### config.mk
export PLATFORM = sky130hd
export DESIGN_NAME = fsk_host_port
export DESIGN_NICKNAME = d
export VERILOG_FILES = /design/src/rtl/fsk_if_pkg.sv /design/src/rtl/fsk_frame_rx.sv /design/src/rtl/fsk_stream_out.sv /design/src/rtl/fsk_byte_buf.sv /design/src/rtl/fsk_host_port.sv
export SDC_FILE = /design/constraint.sdc
export NUM_CORES = 1
export LEC_CHECK = 0
export ABC_CLOCK_PERIOD_IN_PS = 2400
export BUFFER_PORTS_ARGS = -buffer_cell sky130_fd_sc_hd__buf_2
export CORE_MARGIN = 3
export CORE_UTILIZATION = 55
export CTS_CLUSTER_SIZE = 12
export DETAILED_ROUTE_END_ITERATION = 7
export PLACE_DENSITY_LB_ADDON = 0.05
export SLEW_MARGIN = 20
export SYNTH_ARGS = -nofsm -noshare
export SYNTH_HDL_FRONTEND = slang
export SYNTH_SLANG_ARGS = --single-unit
### constraint.sdc
create_clock -name clk -period 2.4 [get_ports clk]
set_input_delay 0.24 -clock clk [delete_from_list [all_inputs] [get_ports clk]]
set_output_delay 0.24 -clock clk [all_outputs]
set_load 0.03 [all_outputs]
### src/rtl/fsk_if_pkg.sv
package fsk_if_pkg;
  typedef enum logic [1:0] {
    RX_IDLE  = 2'd0,
    RX_START = 2'd1,
    RX_DATA  = 2'd2,
    RX_STOP  = 2'd3
  } rx_state_t;
endpackage

### src/rtl/fsk_frame_rx.sv
// Frame receiver: finds the start bit, samples every bit at its centre,
// and collects the data bits LSB first.
module fsk_frame_rx
  import fsk_if_pkg::*;
#(
  parameter int BIT_CLKS = 16,
  parameter int DATA_W   = 8
) (
  input  logic              clk,
  input  logic              rst,
  input  logic              en,
  input  logic              rx_bit,
  output logic              bit_smp,
  output logic              stop_near,
  output logic              byte_ok,
  output logic [DATA_W-1:0] byte_val
);
  localparam int HALF = BIT_CLKS / 2;
  localparam int CW   = $clog2(BIT_CLKS);
  localparam int IW   = $clog2(DATA_W);

  rx_state_t         st;
  logic [CW-1:0]     cnt;
  logic [IW-1:0]     idx;
  logic [DATA_W-1:0] sh;
  logic              bit_end;

  assign bit_end   = (cnt == CW'(BIT_CLKS - 1));
  assign bit_smp   = en && (st == RX_DATA) && bit_end;
  assign stop_near = en && (st == RX_STOP) && (cnt == CW'(BIT_CLKS - HALF - 1));
  assign byte_ok   = en && (st == RX_STOP) && bit_end && rx_bit;
  assign byte_val  = sh;

  always_ff @(posedge clk) begin
    if (rst || !en) begin
      st  <= RX_IDLE;
      cnt <= '0;
      idx <= '0;
    end else begin
      case (st)
        RX_IDLE: begin
          cnt <= '0;
          if (!rx_bit) st <= RX_START;
        end
        RX_START: begin
          if (cnt == CW'(HALF - 1)) begin
            cnt <= '0;
            idx <= '0;
            st  <= rx_bit ? RX_IDLE : RX_DATA;
          end else begin
            cnt <= cnt + 1'b1;
          end
        end
        RX_DATA: begin
          if (bit_end) begin
            cnt <= '0;
            if (idx == IW'(DATA_W - 1)) begin
              idx <= '0;
              st  <= RX_STOP;
            end else begin
              idx <= idx + 1'b1;
            end
          end else begin
            cnt <= cnt + 1'b1;
          end
        end
        default: begin
          if (bit_end) begin
            cnt <= '0;
            st  <= RX_IDLE;
          end else begin
            cnt <= cnt + 1'b1;
          end
        end
      endcase
    end
  end

  always_ff @(posedge clk) begin
    if (rst)          sh <= '0;
    else if (bit_smp) sh <= {rx_bit, sh[DATA_W-1:1]};
  end
endmodule

### src/rtl/fsk_stream_out.sv
// Streaming output: bits pass straight through, a data clock pulses at
// each bit centre, and the ready strobe is centred on the stop bit.
module fsk_stream_out #(
  parameter int BIT_CLKS = 16
) (
  input  logic clk,
  input  logic rst,
  input  logic active,
  input  logic en,
  input  logic rx_bit,
  input  logic bit_smp,
  input  logic stop_near,
  output logic dclk,
  output logic data,
  output logic rdy_n
);
  localparam int HALF = BIT_CLKS / 2;
  localparam int CW   = $clog2(BIT_CLKS);

  logic [CW-1:0] dtmr;
  logic [CW-1:0] rtmr;

  always_ff @(posedge clk) begin
    if (rst) data <= 1'b1;
    else     data <= en ? rx_bit : 1'b1;
  end

  always_ff @(posedge clk) begin
    if (rst || !en || !active) begin
      dclk <= 1'b0;
      dtmr <= '0;
    end else if (bit_smp) begin
      dclk <= 1'b1;
      dtmr <= CW'(HALF - 1);
    end else if (dclk) begin
      if (dtmr == '0) dclk <= 1'b0;
      else            dtmr <= dtmr - 1'b1;
    end
  end

  always_ff @(posedge clk) begin
    if (rst || !en || !active) begin
      rdy_n <= 1'b1;
      rtmr  <= '0;
    end else if (stop_near) begin
      rdy_n <= 1'b0;
      rtmr  <= CW'(BIT_CLKS - 1);
    end else if (!rdy_n) begin
      if (rtmr == '0) rdy_n <= 1'b1;
      else            rtmr  <= rtmr - 1'b1;
    end
  end
endmodule

### src/rtl/fsk_byte_buf.sv
// Host-clocked output: keeps the latest byte and shifts it out on
// synchronised rising edges of the host clock.
module fsk_byte_buf #(
  parameter int DATA_W      = 8,
  parameter int SYNC_STAGES = 2
) (
  input  logic              clk,
  input  logic              rst,
  input  logic              active,
  input  logic              host_clk,
  input  logic              byte_ok,
  input  logic [DATA_W-1:0] byte_val,
  output logic              data,
  output logic              rdy_n,
  output logic              overrun
);
  localparam int LW = $clog2(DATA_W + 1);

  logic [SYNC_STAGES:0] hs;
  logic                 rise;
  logic [DATA_W-1:0]    sh;
  logic [LW-1:0]        left;

  always_ff @(posedge clk) begin
    if (rst) hs <= '0;
    else     hs <= {hs[SYNC_STAGES-1:0], host_clk};
  end
  assign rise = hs[SYNC_STAGES-1] & ~hs[SYNC_STAGES];

  always_ff @(posedge clk) begin
    if (rst) begin
      sh      <= '0;
      left    <= '0;
      rdy_n   <= 1'b1;
      data    <= 1'b1;
      overrun <= 1'b0;
    end else if (!active) begin
      left  <= '0;
      rdy_n <= 1'b1;
      data  <= 1'b1;
    end else if (byte_ok) begin
      sh    <= byte_val;
      left  <= LW'(DATA_W);
      rdy_n <= 1'b0;
      data  <= byte_val[0];
      if (left != '0) overrun <= 1'b1;
    end else if (rise && (left != '0)) begin
      sh   <= sh >> 1;
      left <= left - 1'b1;
      if (left == LW'(1)) begin
        rdy_n <= 1'b1;
        data  <= 1'b1;
      end else begin
        data <= sh[1];
      end
    end
  end
endmodule

### src/rtl/fsk_host_port.sv
module fsk_host_port #(
  parameter int BIT_CLKS    = 16,
  parameter int DATA_W      = 8,
  parameter int SYNC_STAGES = 2
) (
  input  logic clk,
  input  logic rst,
  input  logic mode_sel,
  input  logic demod_en,
  input  logic rx_bit,
  input  logic dclk_in,
  input  logic ring_n,
  input  logic alert_hi,
  output logic dclk_out,
  output logic dclk_oe,
  output logic data_out,
  output logic rdy_n,
  output logic irq_n,
  output logic overrun
);
  logic              bit_smp, stop_near, byte_ok;
  logic [DATA_W-1:0] byte_val;
  logic              s_dclk, s_data, s_rdy_n;
  logic              b_data, b_rdy_n;

  fsk_frame_rx #(.BIT_CLKS(BIT_CLKS), .DATA_W(DATA_W)) rx_i (
    .clk(clk), .rst(rst), .en(demod_en), .rx_bit(rx_bit),
    .bit_smp(bit_smp), .stop_near(stop_near),
    .byte_ok(byte_ok), .byte_val(byte_val)
  );

  fsk_stream_out #(.BIT_CLKS(BIT_CLKS)) stream_i (
    .clk(clk), .rst(rst), .active(!mode_sel), .en(demod_en),
    .rx_bit(rx_bit), .bit_smp(bit_smp), .stop_near(stop_near),
    .dclk(s_dclk), .data(s_data), .rdy_n(s_rdy_n)
  );

  fsk_byte_buf #(.DATA_W(DATA_W), .SYNC_STAGES(SYNC_STAGES)) buf_i (
    .clk(clk), .rst(rst), .active(mode_sel), .host_clk(dclk_in),
    .byte_ok(byte_ok), .byte_val(byte_val),
    .data(b_data), .rdy_n(b_rdy_n), .overrun(overrun)
  );

  assign dclk_oe  = !mode_sel;
  assign dclk_out = mode_sel ? 1'b0 : s_dclk;
  assign data_out = mode_sel ? b_data : s_data;
  assign rdy_n    = mode_sel ? b_rdy_n : s_rdy_n;

  always_ff @(posedge clk) begin
    if (rst) irq_n <= 1'b1;
    else     irq_n <= ring_n & rdy_n & ~alert_hi;
  end
endmodule

==> metrics.yaml <==
timing:
  rsz0062_at_grt: "false"
  slew_violations: 0
  fmax_mhz: 501
  period_share_pct: 83.2
  tns_ns: 0
  final-setup-viol-count: 0
  tightest_slew_ns: 0.687
  max_slew_margin_pct: 53.8
  hold_violations: 0
  period_minus_slack_ns: 2.00
  setup_ws_ns: 0.402
  fin_worst_skew_ns: 0.00853
logic_synthesis:
  yosysTopAreaCell: "dfxtp_1"
  synth_top_area_share_pct: 43.4
  syn_nets: 246
  synthCells: 225
  synth_cell_types: 42
  yosysSeqAreaShare_pct: 43.4
  synth-seq-cells: 46
  synth_area_per_cell_um2: 9.44
  synth_area_mm2: 0.00212
  synth_edf_count: 0
  synth-async-reset-ratio_pct: 0
  yosys_most_used_dff: "dfxtp_1"
  yosys_warnings: 0
  yosys-top-cells-area: "dfxtp_1 (43%), ha_1 (7.7%), mux2i_1 (6.6%)"
critical_path:
  critPathMaxStageDelay_ns: 0.50
  cpMaxStageDelayCell: "nor3_4"
  path_max_fanout: 11
  timing.rr.start: "rx_i.cnt[0]"
  reg2reg_slack_ns: 0.40
  r2r_cells: 6
  r2r-end: "buf_i.sh[6]"
  critPathKind: "reg2reg"
  required_ns: 2.57
  startpoint: "rx_i.cnt[0]"
  critical_path.cell_chain: "ha_1 -> nand2_2 -> nor3_4 -> buf_4 -> mux2i_1 -> a211oi_2"
  worst_ep_arrival_time_ns: 2.17
  end_kind: "flip-flop"
  crit_path_start_kind: "flip-flop"
clock_network:
  cts_made_buffers: 5
  cts_setup_buffers: 0
  cts.sinks: 46
  h-tree-depth: 2
  cts_root_buf: "clkbuf_8"
  insertion_delay_ns: 0.30
  cts_hold_buf: 0
  post_cts_resized: 0
  cts.path.max_buffers: 2
  tritoncts: "done"
  clk_pin_slew_ns: 0.08
placement:
  dp_slack_ns: 0.439
  globalplace.congestion: 0.802
  hpwlAfterDp_mm: 2.70
  placement.io_buffers: 13
die:
  dieWidth_um: 68.1
  core_area_mm2: 0.00352
  top_level_ports: 14
  die_h_um: 68.1
  rows: 21
  initial_utilization_pct: 60.3
  fp.dieArea_mm2: 0.00464
cells_and_area:
  num_antenna_cells: 0
  n_fill_cell: 297
  finalNetCount: 260
  area_growth_pct: 8.78
  drive_gt1_share_pct: 15.0
grt:
  gr-total-overflow: 0
  antenna_found_initial: 0
  grt_pass1_vias: 1487
  grt_first_pass_wirelength_mm: 6.36
  track_usage_pct: 18.5
  grt_max_degree: 25
power:
  powerDensity_mw_per_mm2: 582
  p_total_mw: 1.34
  vdd.ir_drop.worst_mv: 0.457
  leakagePower_nw: 0.920
hold_path:
  hold_depth: 2
  min_to: "buf_i.hs[0]"
  hp-start: "dclk_in"
  hold_class: "in2reg"
job:
  cap_violations: 0
route:
  drc: 0
  wl_per_cell_um: 13.0
  drt-total-wl_mm: 3.73
  drtAntennaViolNets: 0
  drt_iter0_markers: 117
  vias_per_cell: 5.41
  first_pass_iters: 4
  num_vias: 1548
run_status:
  outcome: "complete, no violations"
placed cells by master, fill, tap and decap left out, types with 3 or more instances in the layout:
cell and instances:
inv_1 16, nor2_1 22, a21oi_1 16, a211oi_2 3
clkbuf_8 7, xor2_1 6, mux2i_1 14, o21ai_0 6
nor2b_1 5, nand2_1 10, dfxtp_1 46, xnor2_1 6
buf_2 13, nand2b_1 6, ha_1 13, a211oi_1 5
nor3_1 6, nand3_1 9, nor2_2 3
critical path: cells and delay by family, from the launching register on:
kind            cells  cell delay [ns]
compound gates      1             0.09
mux                 1             0.25
simple gates        2             0.64
flops               1             0.36
fa+ha+maj           1             0.28
buf+inv             1             0.26
cell type report:
cell class,count,area [µm²],area share (%)
Multi-Input combinational cell,155,1090,47.0
Clock buffer,7,96.3,4.17
Tap cell,46,57.6,2.49
Timing Repair Buffer,15,80.1,3.47
Clock inverter,1,8.76,0.379
Sequential cell,46,921,39.9
Inverter,16,60.1,2.60
power breakdown:
part	internal, mW	switching (mW)	total (mW)
registers	0.768	0.00326	0.771
clock network	0.264	0.252	0.516
logic	0.0191	0.0381	0.0572
routing by layer:
metal,vias to the layer above,part of all wire [%],GRT usage (%)
met1,718,47,21.9
met5,-,0,0
li1,804,-,-
met3,6,3.5,5.42
met2,20,48,31.3
met4,0,1.4,7.44
kinds of logic (layout without fill, tap and decap cells):
group,after synthesis,in the layout,share of synthesized area [%]
adder cells (fa/ha/maj),13,13,7.66
AND/OR/NAND/NOR,70,70,16.8
AO/OA/AOI/OAI,44,44,14.1
multiplexers,16,16,7.66
flip-flops,46,46,43.4
buffers and inverters,24,39,5.48
XOR/XNOR,12,12,4.95
cells in the mapped netlist, types with 2 or more instances:
cell and n:
nor2_2 3, o211ai_1 2, xnor2_1 6, dfxtp_1 46, nor2_1 22, nor2b_1 5
xor2_1 6, o21ai_0 6, a21oi_1 16, nand2_1 10, nor3_1 6, mux2i_1 14
buf_2 2, nand2b_1 6, a211oi_1 5, inv_1 16, o41ai_1 2, mux2_2 2
clkbuf_1 3, and3_1 2, nand3_1 9, a211oi_2 3, a31oi_1 2, ha_1 13
per-stage QoR:
stage          std cells  hold WS, ns  utilization, %  instance area (µm²)
2_1_floorplan        225        0.312               -                 2120
3_3_place_gp         278        0.430            62.6                 2200
3_5_place_dp         278        0.429            62.6                 2200
4_1_cts              286        0.135            65.6                 2310
5_1_grt              286        0.149            65.6                 2310
6_report             286        0.143            65.6                 2310
flip-flops by register name, indices dropped and copies added, names as in the netlist, 3 cells and up:
name	count
buf_i.hs	3
stream_i.rtmr	4
rx_i.idx	3
rx_i.byte_val	8
stream_i.dtmr	4
buf_i.sh	7
buf_i.left	4
rx_i.cnt	4
worst max-delay path by stage:
stage	end	slack, ns	cells after the start
6_report	buf_i.sh[6]	0.40	6
5_1_grt	buf_i.sh[5]	0.26	6
4_1_cts	buf_i.sh[6]	0.41	6
3_5_place_dp	buf_i.sh[4]	0.44	6
3_3_place_gp	buf_i.sh[6]	0.57	6
2_1_floorplan	buf_i.sh[5]	0.74	7
No activity file was read; power rests on OpenSTA's default activity.
